### config.mk
export PLATFORM = sky130hd
export DESIGN_NAME = workload_temp_predictor
export DESIGN_NICKNAME = d
export VERILOG_FILES = /design/src/rtl/tp_pkg.sv /design/src/rtl/tp_watchdog.sv /design/src/rtl/tp_tracker.sv /design/src/rtl/tp_temp_update.sv /design/src/rtl/workload_temp_predictor.sv
export SDC_FILE = /design/constraint.sdc
export NUM_CORES = 1
export LEC_CHECK = 0
export BUFFER_PORTS_ARGS = -buffer_cell sky130_fd_sc_hd__clkbuf_2
export CORE_MARGIN = 2
export CORE_UTILIZATION = 30
export DETAILED_ROUTE_END_ITERATION = 10
export GPL_ROUTABILITY_DRIVEN = 0
export GPL_TIMING_DRIVEN = 0
export PLACE_DENSITY = 0.56
export SYNTH_ARGS = -nofsm -noshare
export SYNTH_HDL_FRONTEND = slang
export SYNTH_SLANG_ARGS = --single-unit
### constraint.sdc
create_clock -name clk -period 5.6 [get_ports clk]
set_input_delay 0.56 -clock clk [delete_from_list [all_inputs] [get_ports clk]]
set_output_delay 0.56 -clock clk [all_outputs]
set_load 0.03 [all_outputs]
### src/rtl/tp_pkg.sv
// Package: shared types for the workload temperature predictor.
// Assumes: nothing beyond IEEE 1800-2017.
package tp_pkg;
    // Kind of update applied to the prediction at a window end.
    typedef enum logic [1:0] {
        UPD_HOLD = 2'd0,
        UPD_RISE = 2'd1,
        UPD_COOL = 2'd2
    } upd_kind_t;
endpackage

### src/rtl/tp_watchdog.sv
// Module: tp_watchdog
// Counts down a prediction window of WINDOW cycles and pulses expire
// (combinationally) in the last cycle of each window, then reloads.
// Assumes: WINDOW >= 2.
module tp_watchdog #(
    parameter int WINDOW = 16,
    localparam int WD_W = $clog2(WINDOW)
) (
    input  logic            clk,
    input  logic            rst_n,
    output logic            expire,
    output logic [WD_W-1:0] wd_cnt
);
    localparam logic [WD_W-1:0] RELOAD = WD_W'(WINDOW - 1);

    // Window end is the cycle in which the count reaches zero.
    always_comb begin
        expire = (wd_cnt == '0);
    end

    // Down-counter, reloaded by reset and at every window end.
    always_ff @(posedge clk) begin
        if (!rst_n || expire) begin
            wd_cnt <= RELOAD;
        end else begin
            wd_cnt <= wd_cnt - 1'b1;
        end
    end
endmodule

### src/rtl/tp_tracker.sv
// Module: tp_tracker
// Counts grant and acceptance events inside the current window. win_total
// includes the current cycle's events, so at a window end it holds the full
// window total; the accumulator clears at that edge.
// Assumes: CNT_W wide enough for WINDOW*(NB+1).
module tp_tracker #(
    parameter int NB    = 4,
    parameter int CNT_W = 7,
    localparam int EV_W = $clog2(NB + 2)
) (
    input  logic             clk,
    input  logic             rst_n,
    input  logic [NB-1:0]    nb_grant,
    input  logic             local_accept,
    input  logic             expire,
    output logic [CNT_W-1:0] win_total
);
    logic [EV_W-1:0]  ev_now;
    logic [CNT_W-1:0] acc;

    // Number of events presented this cycle.
    always_comb begin
        ev_now = EV_W'(local_accept);
        for (int i = 0; i < NB; i++) begin
            ev_now = ev_now + EV_W'(nb_grant[i]);
        end
    end

    // Window total seen by the update logic.
    always_comb begin
        win_total = acc + CNT_W'(ev_now);
    end

    // Accumulator: cleared by reset and at every window end.
    always_ff @(posedge clk) begin
        if (!rst_n || expire) begin
            acc <= '0;
        end else begin
            acc <= win_total;
        end
    end
endmodule

### src/rtl/tp_temp_update.sv
// Module: tp_temp_update
// Holds the predicted temperature and the overheat flag. At a window end it
// adds the window total (saturating) or cools by one toward ambient.
// Assumes: AMBIENT < 2**TEMP_W, HOT_LIMIT < 2**TEMP_W.
module tp_temp_update
    import tp_pkg::*;
#(
    parameter int TEMP_W    = 8,
    parameter int CNT_W     = 7,
    parameter int AMBIENT   = 40,
    parameter int HOT_LIMIT = 90,
    localparam int SUM_W = ((CNT_W > TEMP_W) ? CNT_W : TEMP_W) + 1
) (
    input  logic              clk,
    input  logic              rst_n,
    input  logic              expire,
    input  logic [CNT_W-1:0]  win_total,
    output logic [TEMP_W-1:0] pred_temp,
    output logic              over_hot
);
    localparam logic [TEMP_W-1:0] AMB_T  = TEMP_W'(AMBIENT);
    localparam logic [TEMP_W-1:0] HOT_T  = TEMP_W'(HOT_LIMIT);
    localparam logic [SUM_W-1:0]  TOP_S  = SUM_W'((1 << TEMP_W) - 1);

    upd_kind_t         kind;
    logic [SUM_W-1:0]  sum;
    logic [TEMP_W-1:0] temp_nxt;

    // Pick the update kind for this cycle.
    always_comb begin
        if (!expire) begin
            kind = UPD_HOLD;
        end else if (win_total != '0) begin
            kind = UPD_RISE;
        end else begin
            kind = UPD_COOL;
        end
    end

    // Compute the next prediction with saturation and ambient floor.
    always_comb begin
        sum = SUM_W'(pred_temp) + SUM_W'(win_total);
        unique case (kind)
            UPD_RISE: temp_nxt = (sum > TOP_S) ? TOP_S[TEMP_W-1:0] : sum[TEMP_W-1:0];
            UPD_COOL: temp_nxt = (pred_temp > AMB_T) ? pred_temp - 1'b1 : AMB_T;
            default:  temp_nxt = pred_temp;
        endcase
    end

    // Prediction and flag registers, flag derived from the new prediction.
    always_ff @(posedge clk) begin
        if (!rst_n) begin
            pred_temp <= AMB_T;
            over_hot  <= 1'b0;
        end else begin
            pred_temp <= temp_nxt;
            over_hot  <= (temp_nxt > HOT_T);
        end
    end
endmodule

### src/rtl/workload_temp_predictor.sv
// Module: workload_temp_predictor (top)
// Infers core temperature from neighbour grants and local acceptances
// counted over watchdog-timed windows.
// Assumes: WINDOW >= 2; inputs synchronous to clk.
module workload_temp_predictor #(
    parameter int NB        = 4,
    parameter int TEMP_W    = 8,
    parameter int WINDOW    = 16,
    parameter int AMBIENT   = 40,
    parameter int HOT_LIMIT = 90,
    localparam int CNT_W = $clog2(WINDOW * (NB + 1) + 1),
    localparam int WD_W  = $clog2(WINDOW)
) (
    input  logic              clk,
    input  logic              rst_n,
    input  logic [NB-1:0]     nb_grant,
    input  logic              local_accept,
    output logic [TEMP_W-1:0] pred_temp,
    output logic              over_hot
);
    logic             expire;
    logic [WD_W-1:0]  wd_cnt;
    logic [CNT_W-1:0] win_total;

    tp_watchdog #(.WINDOW(WINDOW)) u_wd (
        .clk    (clk),
        .rst_n  (rst_n),
        .expire (expire),
        .wd_cnt (wd_cnt)
    );

    tp_tracker #(.NB(NB), .CNT_W(CNT_W)) u_trk (
        .clk          (clk),
        .rst_n        (rst_n),
        .nb_grant     (nb_grant),
        .local_accept (local_accept),
        .expire       (expire),
        .win_total    (win_total)
    );

    tp_temp_update #(
        .TEMP_W    (TEMP_W),
        .CNT_W     (CNT_W),
        .AMBIENT   (AMBIENT),
        .HOT_LIMIT (HOT_LIMIT)
    ) u_upd (
        .clk       (clk),
        .rst_n     (rst_n),
        .expire    (expire),
        .win_total (win_total),
        .pred_temp (pred_temp),
        .over_hot  (over_hot)
    );
endmodule

==> results of run 1 <==
area by class of cell:
class,count,area [µm²]
sequential,20,400
clock inverter,1,30.0
clock buffer,3,41.3
inverter,20,75.1
timing repair buffer,15,75.1
fill,605,3550
multi-input combinational,158,1200
buffer,2,8.76
tap,72,90.1
cell families after synthesis:
| group | synth area share |
|---|---|
| AND/OR/NAND/NOR | 0.245 |
| AO/OA/AOI/OAI | 0.250 |
| buffers and inverters | 0.0498 |
| adder cells (fa/ha/maj) | 0.174 |
| flip-flops | 0.238 |
| XOR/XNOR | 0.0312 |
| multiplexers | 0.0119 |
stage by stage:
stage,utilization,std cells
after detailed placement,0.338,287
after global routing,0.351,291
after global placement,0.338,287
final,0.351,291
after CTS,0.351,291
after floorplan,-,200
flip-flops by register name (all words and copies together) (netlist names):
| register | cells |
|---|---|
| u_upd.pred_temp | 8 |
| u_trk.acc | 7 |
| u_wd.wd_cnt | 4 |
| u_upd.over_hot | 1 |
layer usage:
layer  part of all wire  up-vias  track usage
met4              0.012        0       0.0310
met1               0.50      678        0.170
met2               0.47       15        0.215
met5                  0        -            0
met3              0.025        5       0.0136
li1                   -      762            -
worst register-to-register path, delay by kind of cell (launching register included):
family	cells	cell delay (ns)
compound gates	9	2.13
buf+inv	1	0.06
flops	1	0.31
fa+ha+maj	3	1.00
how the worst max path moves through the flow:
stage                      startpoint                   endpoint  slack, ns  cells past startpoint
after floorplan           nb_grant[0]  u_upd.over_hot$_SDFF_PN0_       0.89                     19
after global placement    nb_grant[0]  u_upd.over_hot$_SDFF_PN0_       0.34                     21
after detailed placement  nb_grant[0]  u_upd.over_hot$_SDFF_PN0_       0.31                     21
after CTS                 nb_grant[0]  u_upd.over_hot$_SDFF_PN0_       0.59                     21
after global routing      nb_grant[0]  u_upd.over_hot$_SDFF_PN0_       0.26                     21
final                     nb_grant[0]  u_upd.over_hot$_SDFF_PN0_       0.60                     21
layout by cell type, fill, tap and decap left out, types with 2 or more instances in the layout:
cell / n
inv_1: 20
dfxtp_1: 20
nand2_1: 17
ha_1: 17
clkbuf_2: 15
nor2_1: 14
nor3_1: 10
nand2b_1: 9
a21oi_1: 8
and2_1: 8
o211ai_1: 7
o21ai_0: 4
fa_1: 4
xor2_1: 3
nor3b_1: 3
nor2b_1: 3
xnor2_1: 3
or3_1: 3
a21o_1: 3
o221ai_1: 3
a21boi_0: 3
clkbuf_8: 3
and3_1: 2
o22a_1: 2
o21ba_2: 2
o211a_1: 2
o31a_1: 2
mux2i_1: 2
or4_1: 2
power by group through the flow:
stage	Sequential [µW]	Clock, µW	Combinational (µW)
2_1_floorplan	166	0	175
3_3_place_gp	168	0	218
3_5_place_dp	168	0	217
4_1_cts	165	151	219
5_1_grt	167	158	251
6_report	165	149	219
==> flow_summary.toml, run 1 <==
[logic_synthesis]
synth.distinct_cells = 51
synth_cells = 200
yosysTopAreaCellShare = 0.238
synth_common_cells = "dfxtp_1, inv_1, ha_1, nand2_1, nor2_1"
synth_area_per_cell_um2 = 8.41
async_reset_ff_frac = 0
synthesis.area_um2 = 1680
synth_area_leader_cell = "dfxtp_1"
ys_dominant_reg_cell = "dfxtp_1"
ys_ff_latch = 20
synth_warnings = 0
synth_edf_count = 0
synth.area.top_cells = "dfxtp_1, ha_1, fa_1"
seq_area_frac_synth = 0.238
synth_nets = 228

[sta]
hold_viol_final = 0
tightest_slew_ns = 0.509
finalSetupViolations = 0
hold_slack_ns = 0.415
fin_setup_tns_ns = 0
rsz0062_at_grt = "false"
period_minus_slack_ns = 5.00
setup_slack_ns = 0.602
relSlewSlack = 0.660
max_freq_ghz = 0.200
finalClockSkew_ns = 0.00504
finalCritPeriodShare = 0.892
finalMaxSlewViolations = 0

[worst_hold_path]
holdPathEnd = "u_wd.wd_cnt[0]$_SDFF_PP1_"
hold_depth = 1
hold_path.class = "register to register"
hold_start = "u_wd.wd_cnt[0]$_SDFF_PP1_"

[route]
wl_per_cell_um = 12.4
drt-initial-drc-count = 41
vias_per_cell = 5.02
firstDrtPassIters = 4
vias = 1460
wl_mm = 3.62
drtAntennaViolNets = 0
drc = 0

[power]
ir_drop_mv = 0.0927
finalPower_uw = 533
p_comb_frac = 0.411
pwr-share-seq = 0.309
p_leak_uw = 0.000877
power_switching_uw = 192
power.density_nw_per_um2 = 278
switching_share = 0.359
p_int_uw = 341
power_frac_clock = 0.280

[floorplan]
ioPinCount = 16
initial_core_util = 0.307
dieArea_um2 = 6220
die_w_um = 78.9
core_area_um2 = 5470
rows = 27
die_y_um = 78.9

[clock_tree]
cts_tree = "done"
clk_latency_ns = 0.27
postCtsSetupRepairBufs = 0
cts_sinks = 20
cts_buffers = 3
post_cts_resize_count = 0
htreeDepth = 1
clk_pin_slew_ns = 0.08
cts_hold_buf = 0
cts_max_path_buffers = 2
clockRootBuffer = "clkbuf_8"

[worst_setup_path]
cpPeakStageDelay_ns = 0.47
cp_max_fo = 6
critical_path_buf_inv_count = 5
worstPathArrival_ns = 5.13
startpoint_type = "input port"
worstPathRequired_ns = 5.73
reg2reg_slack_ns = 1.98
worstSetupEndpointType = "register"
critical-path-top-delay-family = "adder cells"
rr_startpoint = "u_trk.acc[0]$_SDFF_PP0_"
cp_slowest_cell = "fa_1"
rr_worst_depth = 13
r2r_end = "u_upd.over_hot$_SDFF_PN0_"
path_cells = "clkbuf_2, ha_1, inv_1, fa_1, inv_1, ha_1, inv_1, fa_1, inv_1, ha_1, a211oi_2, nor3_1, xor2_1, ha_1, o211ai_1, a21oi_1, o31a_1, o221ai_1, o211ai_1, a2111oi_2, o311ai_1"
critical_path_class = "input port to register"

[final_layout]
diodes = 0
stdcell_area_um2 = 1920
fin_nets = 248
area_growth_pct = 14.1
drive_above_1_share = 0.146

[grt]
grt_usage = 0.126
antenna_found_initial = 0
grt_pass1_vias = 1398
grt_max_degree = 13
grt_pass1_wl_mm = 6.33
grt-ovfl-total = 0

[job]
maxCapViolations = 0

[status]
status = "completed"

[place]
place_ws_ns = 0.307
place_area_um2 = 1850
dpl.hpwl_mm = 2.94
io_buffers = 15
No activity file was read; power rests on OpenSTA's default activity.
==> inputs of run 2 (changes only) <==
- CTS_BUF_LIST: not set -> sky130_fd_sc_hd__clkbuf_4
==> flow_summary.toml, run 2 (synthesis gave the netlist of run 1 again) <==
[status]
status = "completed"

[floorplan]
dieArea_um2 = 6220
ioPinCount = 16
initial_core_util = 0.307
rows = 27
die_w_um = 78.9
die_y_um = 78.9
core_area_um2 = 5470

[clock_tree]
htreeDepth = 1
clockRootBuffer = "clkbuf_4"
cts_max_path_buffers = 2
cts_tree = "done"
cts_hold_buf = 0
post_cts_resize_count = 0
cts_buffers = 3
clk_latency_ns = 0.31
clk_pin_slew_ns = 0.12
cts_sinks = 20
postCtsSetupRepairBufs = 0

[place]
dpl.hpwl_mm = 2.94
io_buffers = 15
placed_cells = 287

[grt]
grt_pass1_wl_mm = 6.28
antenna_found_initial = 0
grt-ovfl-total = 0
grt_pass1_vias = 1398
grt_max_degree = 13
grt_usage = 0.125

[final_layout]
diodes = 0
drive_above_1_share = 0.146
largest_reg_flops = 8
utilization = 0.347
reg_top3 = "u_upd.pred_temp (8), u_trk.acc (7), u_wd.wd_cnt (4)"
area_growth_pct = 12.9
top_register = "u_upd.pred_temp"
final_cell_count_no_fill = 291
mostFrequentLayoutCells = "inv_1, dfxtp_1, nand2_1, ha_1, clkbuf_2"
fin_nets = 248

[worst_setup_path]
path_cells = "clkbuf_2, ha_1, inv_1, fa_1, inv_1, ha_1, inv_1, fa_1, inv_1, ha_1, a211oi_2, nor3_1, xor2_1, ha_1, o211ai_1, a21oi_1, o31a_1, o221ai_1, o211ai_1, a2111oi_2, o311ai_1"
critical_path_buf_inv_count = 5
worstPathRequired_ns = 5.79
critical_path_class = "input port to register"
cp_max_fo = 6
cp_slowest_cell = "fa_1"
cpPeakStageDelay_ns = 0.47
worstSetupEndpointType = "register"
critical-path-top-delay-family = "adder cells"
startpoint_type = "input port"
critPathLaunch = "nb_grant[0]"
worstPathArrival_ns = 5.10
rr_startpoint = "u_trk.acc[0]$_SDFF_PP0_"

[sta]
fin_setup_tns_ns = 0
rsz0062_at_grt = "false"
finalSetupViolations = 0
finalMaxSlewViolations = 0
tightest_slew_ns = 0.477
finalClockSkew_ns = 0.000980
hold_viol_final = 0
finalCritPeriodShare = 0.876
relSlewSlack = 0.680
period_minus_slack_ns = 4.90
max_freq_ghz = 0.204

[route]
drt-initial-drc-count = 50
vias_per_cell = 5.05
wl_per_cell_um = 12.2
vias = 1469
drtAntennaViolNets = 0
wl_mm = 3.55
drc = 0
firstDrtPassIters = 4

[worst_hold_path]
hold_path.class = "register to register"
hold_start = "u_wd.wd_cnt[0]$_SDFF_PP1_"

[power]
ir_drop_mv = 0.0921
p_leak_uw = 0.000869
power.density_nw_per_um2 = 266

[job]
maxCapViolations = 0
run 2: changes by cell type in the layout (fill, tap and decap cells not counted):
cell	delta
clkbuf_4	+3
clkbuf_8	-3
run 2: power breakdown:
group / leakage [µW] / internal [µW] / switching, µW
sequential: 0.000163 / 156 / 9.22
combinational: 0.000679 / 90.4 / 129
clock: 0.0000279 / 72.4 / 49.1
total: 0.000869 / 318 / 187
run 2: layout make-up:
class | instances | area (µm²)
plain buffers | 2 | 8.76
clock buffers | 3 | 22.5
clock inverters | 1 | 30.0
fillers | 606 | 3570
inverters | 20 | 75.1
multi-input cells | 158 | 1200
flip-flops and latches | 20 | 400
well taps | 72 | 90.1
repair buffers | 15 | 75.1
run 2: worst paths after layout:
path | cells after the start | end | slack, ns
setup / recovery | 21 | u_upd.over_hot$_SDFF_PN0_ | 0.70
hold / removal | 1 | u_wd.wd_cnt[0]$_SDFF_PP1_ | 0.42
setup reg to reg | 13 | u_upd.over_hot$_SDFF_PN0_ | 2.02
hold reg to reg | 1 | u_wd.wd_cnt[0]$_SDFF_PP1_ | 0.42
run 2: through the flow:
step                      total power [µW]  hold slack, ns  setup slack [ns]  area [µm²]
final                                  506           0.424             0.695        1900
after global routing                   551           0.449             0.343        1900
after CTS                              511           0.425             0.656        1900
after detailed placement               385           0.394             0.307        1850
after global placement                 386           0.390             0.337        1850
after floorplan                        341           0.371             0.889        1680
run 2: metal layers:
metal | vias to the layer above | global-route usage | part of all wire
met4 | 0 | 0.0310 | 0.0096
met2 | 17 | 0.213 | 0.47
met1 | 683 | 0.169 | 0.50
li1 | 764 | - | -
met5 | - | 0 | 0
met3 | 5 | 0.0136 | 0.021
==> inputs of run 3 (changes only) <==
- GPL_ROUTABILITY_DRIVEN: 0 -> 1
- clock period: 5.6 -> 4.7 ns (I/O delays scaled with it)
==> flow_summary.toml, run 3 (synthesis gave the netlist of run 1 again) <==
[status]
status = "completed"

[floorplan]
initial_core_util = 0.307
rows = 27
die_w_um = 78.9
ioPinCount = 16
core_area_um2 = 5470
dieArea_um2 = 6220
die_y_um = 78.9

[route]
dr_wl_met3_um = 61
drt-met1-wl_mm = 1.87
wl_met2_mm = 1.79
wl_per_cell_um = 12.5
vias_per_cell = 5.06
vias = 1512
wl_mm = 3.75
drt-initial-drc-count = 38
firstDrtPassIters = 4
drc = 0
top_layer_used = "met4"
drtAntennaViolNets = 0

[power]
power.density_nw_per_um2 = 325
p_leak_uw = 0.000922
ir_drop_mv = 0.123

[worst_setup_path]
cpPeakStageDelay_ns = 0.51
path_common_cell = "inv_2"
cp_slowest_cell = "fa_1"
worstPathRequired_ns = 4.89
path_cells = "buf_6, ha_4, inv_2, fa_1, inv_1, ha_2, inv_2, fa_1, inv_2, ha_4, a211oi_4, o21ba_4, nor2_2, ha_1, o211ai_1, a21oi_2, o31a_1, o221ai_2, o211ai_1, a2111oi_2, o311ai_1"
startpoint_type = "input port"
worstPathArrival_ns = 4.78
worstSetupEndpointType = "register"
cp_max_fo = 5
critical_path_class = "input port to register"

[grt]
grt_max_degree = 13
grt-ovfl-total = 0
grt_pass1_wl_mm = 6.60
grt_usage = 0.131
grt_pass1_vias = 1460
antenna_found_initial = 0

[place]
dpl.hpwl_mm = 2.94
gp_congestion = 0.778
place_area_um2 = 1850
io_buffers = 15

[final_layout]
top_register = "u_upd.pred_temp"
stdcell_area_um2 = 2070
mostFrequentLayoutCells = "dfxtp_1, inv_1, nand2_1"
multi_input_area_um2 = 1290
ff_latch_area_um2 = 400
diodes = 0
largest_reg_flops = 8
drive_above_1_share = 0.242
reg_top3 = "u_upd.pred_temp (8), u_trk.acc (7), u_wd.wd_cnt (4)"
fillers = 593
utilization = 0.378
mostFrequentLayoutCell = "dfxtp_1"
area_growth_pct = 23.0
fin_nets = 256

[clock_tree]
clk_latency_ns = 0.31
cts_max_path_buffers = 2
clk_pin_slew_ns = 0.12
cts_hold_buf = 0
cts_sinks = 20
clockRootBuffer = "clkbuf_4"
htreeDepth = 1
cts_buffers = 3
cts_tree = "done"

[sta]
max_freq_ghz = 0.218
tightest_slew_ns = 0.495
finalSetupViolations = 0
finalMaxSlewViolations = 0
period_minus_slack_ns = 4.59
finalCritPeriodShare = 0.977
hold_viol_final = 0
relSlewSlack = 0.669
finalClockSkew_ns = 0.00180
rsz0062_at_grt = "true"

[job]
maxCapViolations = 0

[worst_hold_path]
hold_path.class = "register to register"
-- run 3: cell count changes in the layout (fill, tap and decap cells not counted), moves of 2 or more --
cell / change
ha_4: +3
inv_2: +3
buf_4: +8
inv_1: -3
clkbuf_2: -2
a21oi_2: +2
buf_6: +2
ha_1: -4
a21oi_1: -2
-- run 3: timing repair --
item                       CTS  global route
setup endpoints to repair    1             2
gates resized for setup     10            10
setup buffers                4             4
cloned                       0             0
pin swaps                    8            13
-- run 3: stage by stage --
stage	TNS [ns]	total power [µW]	hold slack, ns	cells	worst slack, ns
global placement	-1.09	460	0.390	287	-0.473
global route	-0.0998	731	0.449	299	-0.0998
CTS	0	651	0.425	295	0.0108
detailed placement	-1.31	459	0.394	287	-0.503
floorplan	0	406	0.371	200	0.0792
finish	0	674	0.424	299	0.110
-- run 3: layer usage --
| layer | vias up | GRT usage |
|---|---|---|
| met5 | - | 0 |
| met4 | 0 | 0.0310 |
| met3 | 5 | 0.0136 |
| met2 | 18 | 0.226 |
| met1 | 716 | 0.175 |
| li1 | 773 | - |
-- run 3: area by class of cell --
cell class,instances,share of cell area
multi-input combinational,158,0.626
sequential,20,0.193
timing repair buffer,23,0.0713
tap,72,0.0435
inverter,20,0.0363
clock inverter,1,0.0145
clock buffer,3,0.0109
buffer,2,0.00423
-- run 3: final timing paths --
kind	startpoint	to	slack [ns]	cells past startpoint
max	local_accept	u_upd.over_hot$_SDFF_PN0_	0.11	21
min	u_wd.wd_cnt[0]$_SDFF_PP1_	u_wd.wd_cnt[0]$_SDFF_PP1_	0.42	1
max reg2reg	u_trk.acc[0]$_SDFF_PP0_	u_upd.over_hot$_SDFF_PN0_	1.38	13
min reg2reg	u_wd.wd_cnt[0]$_SDFF_PP1_	u_wd.wd_cnt[0]$_SDFF_PP1_	0.42	1
-- run 3: power breakdown --
| part | internal (µW) | leakage, µW | switching (µW) |
|---|---|---|---|
| clock | 86.2 | 0.0000279 | 58.6 |
| combinational | 148 | 0.000731 | 181 |
| sequential | 185 | 0.000163 | 13.9 |
| total | 420 | 0.000922 | 254 |
-- run 3: critical path, delay by kind of cell --
kind	cells	cell delay [ns]
AO/OA/AOI/OAI	9	2.10
adder cells (fa/ha/maj)	6	1.89
buffers and inverters	5	0.29
AND/OR/NAND/NOR	1	0.04
